===== config.mk =====
export PLATFORM = sky130hd
export DESIGN_NAME = io_window_bridge
export DESIGN_NICKNAME = d
export VERILOG_FILES = /design/src/rtl/iobr_pkg.sv /design/src/rtl/iobr_window_map.sv /design/src/rtl/iobr_lane_swap.sv /design/src/rtl/io_window_bridge.sv
export SDC_FILE = /design/constraint.sdc
export NUM_CORES = 1
export LEC_CHECK = 0
export BUFFER_PORTS_ARGS = -buffer_cell sky130_fd_sc_hd__clkbuf_2
export CORE_ASPECT_RATIO = 0.9
export CORE_MARGIN = 4
export CORE_UTILIZATION = 40
export CTS_BUF_LIST = sky130_fd_sc_hd__clkbuf_16
export DETAILED_ROUTE_END_ITERATION = 10
export PLACE_DENSITY = 0.76
export SYNTH_ARGS = -nofsm -noshare
export SYNTH_HDL_FRONTEND = slang
export SYNTH_SLANG_ARGS = --single-unit

===== constraint.sdc =====
create_clock -name clk -period 1.8 [get_ports clk]
set_input_delay 0.18 -clock clk [delete_from_list [all_inputs] [get_ports clk]]
set_output_delay 0.18 -clock clk [all_outputs]
set_load 0.03 [all_outputs]

===== src/rtl/iobr_pkg.sv =====
package iobr_pkg;

    typedef enum logic [1:0] {
        SZ_BYTE = 2'd0,
        SZ_HALF = 2'd1,
        SZ_WORD = 2'd2,
        SZ_RSVD = 2'd3
    } acc_size_e;

    localparam int unsigned BYTE_W = 8;

endpackage


===== src/rtl/iobr_window_map.sv =====
module iobr_window_map #(
    parameter int unsigned              ADDR_W    = 32,
    parameter int unsigned              PORT_W    = 16,
    parameter int unsigned              WIN_BITS  = 23,
    parameter int unsigned              PAGE_LSB  = 12,
    parameter int unsigned              SPARSE_LO = 5,
    parameter logic [ADDR_W-1:0]        WIN_BASE  = 32'h8000_0000
) (
    input  logic [ADDR_W-1:0] addr_i,
    input  logic              sparse_i,
    output logic              hit_o,
    output logic [PORT_W-1:0] port_o
);
    localparam int unsigned PAGE_BITS = WIN_BITS - PAGE_LSB;
    localparam int unsigned SPARSE_W  = PAGE_BITS + SPARSE_LO;

    logic [SPARSE_W-1:0] sparse_raw;
    logic [PORT_W-1:0]   sparse_port;
    logic [PORT_W-1:0]   dense_port;

    // window tag comparison on the bits above the aperture size
    assign hit_o = (addr_i[ADDR_W-1:WIN_BITS] == WIN_BASE[ADDR_W-1:WIN_BITS]);

    // dense: low port-width bits of the offset
    assign dense_port = addr_i[PORT_W-1:0];

    // sparse: page index lands directly above the in-page offset
    assign sparse_raw = {addr_i[WIN_BITS-1:PAGE_LSB], addr_i[SPARSE_LO-1:0]};

    generate
        if (SPARSE_W < PORT_W) begin : g_pad
            assign sparse_port = {{(PORT_W-SPARSE_W){1'b0}}, sparse_raw};
        end else begin : g_fit
            assign sparse_port = sparse_raw[PORT_W-1:0];
        end
    endgenerate

    assign port_o = sparse_i ? sparse_port : dense_port;

endmodule


===== src/rtl/iobr_lane_swap.sv =====
module iobr_lane_swap #(
    parameter int unsigned DATA_W = 32
) (
    input  logic [DATA_W-1:0]     data_i,
    input  iobr_pkg::acc_size_e   size_i,
    output logic [DATA_W-1:0]     data_o
);
    localparam int unsigned BW    = iobr_pkg::BYTE_W;
    localparam int unsigned BYTES = DATA_W / BW;

    logic [DATA_W-1:0] rev_all;
    logic [DATA_W-1:0] rev_half;

    generate
        for (genvar b = 0; b < BYTES; b++) begin : g_byte
            assign rev_all[b*BW +: BW] = data_i[(BYTES-1-b)*BW +: BW];
            if (b < 2) begin : g_low
                assign rev_half[b*BW +: BW] = data_i[(1-b)*BW +: BW];
            end else begin : g_high
                assign rev_half[b*BW +: BW] = '0;
            end
        end
    endgenerate

    always_comb begin
        unique case (size_i)
            iobr_pkg::SZ_HALF: data_o = rev_half;
            iobr_pkg::SZ_WORD: data_o = rev_all;
            default:           data_o = data_i;
        endcase
    end

endmodule


===== src/rtl/io_window_bridge.sv =====
module io_window_bridge #(
    parameter int unsigned       ADDR_W    = 32,
    parameter int unsigned       DATA_W    = 32,
    parameter int unsigned       PORT_W    = 16,
    parameter int unsigned       WIN_BITS  = 23,
    parameter int unsigned       PAGE_LSB  = 12,
    parameter int unsigned       SPARSE_LO = 5,
    parameter logic [ADDR_W-1:0] WIN_BASE  = 32'h8000_0000
) (
    input  logic              clk,
    input  logic              rst_n,
    input  logic              cpu_req,
    input  logic [ADDR_W-1:0] cpu_addr,
    input  logic [1:0]        cpu_size,
    input  logic              cpu_we,
    input  logic [DATA_W-1:0] cpu_wdata,
    input  logic              map_sparse,
    input  logic [DATA_W-1:0] io_rdata,
    output logic              io_rd,
    output logic              io_wr,
    output logic [PORT_W-1:0] io_addr,
    output logic [1:0]        io_size,
    output logic [DATA_W-1:0] io_wdata,
    output logic              cpu_rvalid,
    output logic [DATA_W-1:0] cpu_rdata
);
    import iobr_pkg::*;

    localparam int unsigned TAG_W = ADDR_W - WIN_BITS;

    typedef struct packed {
        logic              rd;
        logic              wr;
        logic [PORT_W-1:0] port;
        acc_size_e         size;
        logic [DATA_W-1:0] wdata;
        logic              rvalid;
        logic [DATA_W-1:0] rdata;
    } bridge_st_t;

    bridge_st_t st_d, st_q;

    logic              win_hit;
    logic [PORT_W-1:0] mapped_port;
    logic [DATA_W-1:0] wdata_sw;
    logic [DATA_W-1:0] rdata_sw;
    acc_size_e         req_size;

    assign req_size = acc_size_e'(cpu_size);

    iobr_window_map #(
        .ADDR_W    (ADDR_W),
        .PORT_W    (PORT_W),
        .WIN_BITS  (WIN_BITS),
        .PAGE_LSB  (PAGE_LSB),
        .SPARSE_LO (SPARSE_LO),
        .WIN_BASE  (WIN_BASE)
    ) u_map (
        .addr_i   (cpu_addr),
        .sparse_i (map_sparse),
        .hit_o    (win_hit),
        .port_o   (mapped_port)
    );

    // outbound lanes use the size of the incoming request
    iobr_lane_swap #(.DATA_W(DATA_W)) u_wswap (
        .data_i (cpu_wdata),
        .size_i (req_size),
        .data_o (wdata_sw)
    );

    // inbound lanes use the size held for the access on the bus
    iobr_lane_swap #(.DATA_W(DATA_W)) u_rswap (
        .data_i (io_rdata),
        .size_i (st_q.size),
        .data_o (rdata_sw)
    );

    always_comb begin
        st_d        = st_q;
        st_d.rd     = 1'b0;
        st_d.wr     = 1'b0;
        st_d.rvalid = 1'b0;
        if (cpu_req && win_hit) begin
            st_d.rd   = !cpu_we;
            st_d.wr   = cpu_we;
            st_d.port = mapped_port;
            st_d.size = req_size;
            if (cpu_we) begin
                st_d.wdata = wdata_sw;
            end
        end
        if (st_q.rd) begin
            st_d.rvalid = 1'b1;
            st_d.rdata  = rdata_sw;
        end
    end

    always_ff @(posedge clk) begin
        if (!rst_n) begin
            st_q <= '{rd: 1'b0, wr: 1'b0, port: '0, size: SZ_BYTE,
                      wdata: '0, rvalid: 1'b0, rdata: '0};
        end else begin
            st_q <= st_d;
        end
    end

    assign io_rd      = st_q.rd;
    assign io_wr      = st_q.wr;
    assign io_addr    = st_q.port;
    assign io_size    = st_q.size;
    assign io_wdata   = st_q.wdata;
    assign cpu_rvalid = st_q.rvalid;
    assign cpu_rdata  = st_q.rdata;

    // strobes exclusive and each traced to a request of matching direction
    p_strobe_excl_r7: assert property (@(posedge clk) disable iff (!rst_n)
        !(io_rd && io_wr));
    p_rd_origin_r7: assert property (@(posedge clk) disable iff (!rst_n)
        io_rd |-> $past(cpu_req && !cpu_we));
    p_wr_origin_r7: assert property (@(posedge clk) disable iff (!rst_n)
        io_wr |-> $past(cpu_req && cpu_we));

    // only in-window requests reach the I/O side
    p_window_r1: assert property (@(posedge clk) disable iff (!rst_n)
        (io_rd || io_wr) |-> ($past(cpu_addr[ADDR_W-1:WIN_BITS]) == WIN_BASE[ADDR_W-1:WIN_BITS]));
    p_no_fwd_r1: assert property (@(posedge clk) disable iff (!rst_n)
        (cpu_req && (cpu_addr[ADDR_W-1:WIN_BITS] != WIN_BASE[ADDR_W-1:WIN_BITS])) |=> !(io_rd || io_wr));

    // dense mode port equals the low bits of the request address
    p_dense_port_r2: assert property (@(posedge clk) disable iff (!rst_n)
        ((io_rd || io_wr) && !$past(map_sparse)) |-> (io_addr == $past(cpu_addr[PORT_W-1:0])));

    // sparse mode keeps the in-page offset in the low port bits
    p_sparse_low_r3: assert property (@(posedge clk) disable iff (!rst_n)
        ((io_rd || io_wr) && $past(map_sparse)) |-> (io_addr[SPARSE_LO-1:0] == $past(cpu_addr[SPARSE_LO-1:0])));

    // byte-sized writes arrive untouched
    p_byte_pass_r4: assert property (@(posedge clk) disable iff (!rst_n)
        (io_wr && (io_size == SZ_BYTE)) |-> (io_wdata == $past(cpu_wdata)));

    // read data valid only right after a read strobe, and only once
    p_rvalid_r8: assert property (@(posedge clk) disable iff (!rst_n)
        cpu_rvalid |-> $past(io_rd));
    p_rd_return_r8: assert property (@(posedge clk) disable iff (!rst_n)
        io_rd |=> cpu_rvalid);

    // port address held between requests
    p_port_hold_r9: assert property (@(posedge clk) disable iff (!rst_n)
        !$past(cpu_req) |-> $stable(io_addr));

    initial begin
        assert (TAG_W > 0) else $error("window must be smaller than address space");
    end

endmodule


==> metrics.txt <==
Arr. time, crit path around 1900 ps; global-route wire length before repair 20700 um; Register Area about 0.0017 mm2; required time of the critical path 2060 ps; synthesized flop and latch total 85; die area roughly 0.013 mm2; RD Place Congestion approximately 0.88; detailed-route wire length per cell 15.8 um; P&R area growth vs syn 30.1%; Fmax achieved 0.614 GHz; Crit-path slowest cell dfxtp_1; TNS Setup 0 ps; Peak supply drop 0.614 mV; chip height 108 um; Sink Count 85; initial antenna violation count 0; post-CTS resize count 0; CTS tree yes; crit-path cells inv_1 -> ha_1 -> and2b_1 -> buf_12 -> a22oi_1 -> a211oi_1; Total Wirelength 12800 um; most common cell after layout, fill and taps aside clkbuf_2; P_sw between 1 and 1.5 mW; Max Cap Viol 0; area of the multi-input gates 0.00247 mm2; Total Routing Usage GR 19.9%; GR Overflow Total 0; Post-DRT Antenna Nets 0; final worst-path cycle share 90.4%; hpwl dp slightly below 10000 um; Pins Over Slew Limit 0; Top Ports 188; mapped cell area 0.00443 mm2; top_reg_cell synth dfxtp_1; power share of the combinational group 12.0%; Post-synth EDFFs 0; Final Hold Vio Count 0; total power 4.18 mW; # diodes 0; Clock Path Buffers 2; starting density of the core roughly two fifths; pin count of the biggest net entering global routing 65; Core ar. 0.0108 mm2; Post-synth ARST share 0%; Final #Nets 778; synthesized area per cell roughly 8.7 um2; Vias/cell 5.32; Die W 119 um; CTS clk-pin slew, worst paths around 60 ps; clk_skew roughly 6.4 ps; DRC violations left 0; Synth Instances 507; post-synth net total 614; Lkg Pwr 2.90 nW; H-tree depth 3; Crit. End Element flip-flop; CTS Buf Count 9; post-CTS repair timing setup buffer count 0; Tmin final about 1600 ps; pwr dens 725 mW/mm2; clock power share 43.0%; final setup vio count 0; Int Pwr 3.17 mW; CP Class flip-flop to flip-flop; Sw Ratio about a quarter; startpoint type of the worst setup path flip-flop; part of the power in registers approximately 45%; clk_lat worst skew 350 ps; drt pass-1 iters 5; YS warnings 0; status complete, no violations; commonest non-fill, non-tap cells in the layout clkbuf_2 (186), nand2_1 (101), dfxtp_1 (85); worst-path maximum fanout 15; RSZ-0062 raised after global routing false; Worst-Margin Slew 634 ps; Hold Path Class primary input to flip-flop; Netlist cell types 29; Clock Root Buffer clkbuf_16; vias in the first global route 4215; Vias approximately 4.3k; DRT iter0 DRCs ~320; PortBufs 187; fill cell count ~1.0k; share of cells above drive strength 1 about 34%; Rows 36; Largest stage delay, worst path around 400 ps; Slew headroom between 50 and 60%; post-synthesis sequential area ratio about two fifths; Hold-fix buffers, CTS 0
[cells by family (layout without fill, tap and decap cells)]
group | Yosys count | count (layout) | synth area share, %
buffers and inverters | 55 | 224 | 5.68
AO/OA/AOI/OAI | 111 | 111 | 19.3
flip-flops | 85 | 85 | 38.4
AND/OR/NAND/NOR | 191 | 191 | 21.4
adder cells (fa/ha/maj) | 4 | 4 | 1.13
multiplexers | 61 | 61 | 14.1
[registers in the layout (all words and copies together) (netlist names)]
| name | count |
|---|---|
| cpu_rdata | 32 |
| io_wdata | 32 |
| io_addr | 16 |
| io_size | 2 |
| cpu_rvalid | 1 |
| io_rd | 1 |
| io_wr | 1 |
[power by group through the flow]
stage               clock (mW)  combinational, mW  sequential, mW
floorplan                    0              0.277            1.93
global placement             0              0.485            1.92
detailed placement           0              0.496            1.92
CTS                       1.84              0.499            1.88
global route              1.92              0.552            1.88
finish                    1.80              0.501            1.88
[critical path, delay by kind of cell, from the launching register on]
kind            cells  cell delay (ps)
flops               1              390
fa+ha+maj           1              360
compound gates      2              330
simple gates        1              260
buf+inv             2              210
[worst paths after layout]
kind	from	to	slack, ps	depth (start not counted)
worst max register to register	io_size[0]	cpu_rdata[23]	170	6
worst min register to register	io_wdata[12]	io_wdata[12]	460	2
worst max-delay path	io_size[0]	cpu_rdata[23]	170	6
worst min-delay path	cpu_addr[3]	io_addr[3]	60	3
[metal layers]
layer  GRT usage (%)  wire [um]  share of wire [%]
met1            25.1       5480                 43
met2            32.9       6150                 48
met3            6.15        923                7.2
met4            5.62        201                1.6
met5               0          0                  0
[area by class of cell]
class / instances / area share (%)
Clock buffer: 9 / 3.91
Clock inverter: 7 / 1.02
Inverter: 6 / 0.391
Multi-Input combinational cell: 367 / 42.9
Sequential cell: 85 / 29.5
Tap cell: 133 / 2.89
Timing Repair Buffer: 202 / 19.3
[stage by stage]
stage               area [um2]  setup WS, ps  instances  utilization (%)  hold WS (ps)
floorplan                 4430          28.6        507                -           259
global placement          5480           291        793             50.7           407
detailed placement        5480           156        793             50.7           419
CTS                       5760           167        809             53.3          49.5
global route              5760          53.5        809             53.3          57.5
finish                    5760           172        809             53.3          60.1
[cells in the mapped netlist, types with 4 or more instances]
| master | number | area (um2) |
|---|---|---|
| ha_1 | 4 | 50.1 |
| mux2_2 | 11 | 124 |
| a22o_1 | 16 | 140 |
| nand2_1 | 101 | 379 |
| a22oi_1 | 31 | 233 |
| nand3_1 | 17 | 85.1 |
| a221o_1 | 16 | 160 |
| clkbuf_1 | 24 | 90.1 |
| nand3b_1 | 17 | 128 |
| buf_2 | 15 | 75.1 |
| mux2i_1 | 50 | 500 |
| a21o_1 | 16 | 120 |
| nand2b_1 | 16 | 100 |
| buf_1 | 6 | 22.5 |
| a211oi_1 | 15 | 113 |
| inv_1 | 5 | 18.8 |
| o21ai_0 | 16 | 80.1 |
| nor2b_1 | 16 | 100 |
| nor2_1 | 16 | 60.1 |
| dfxtp_1 | 85 | 1700 |
Power figures use the tool's default switching activity.
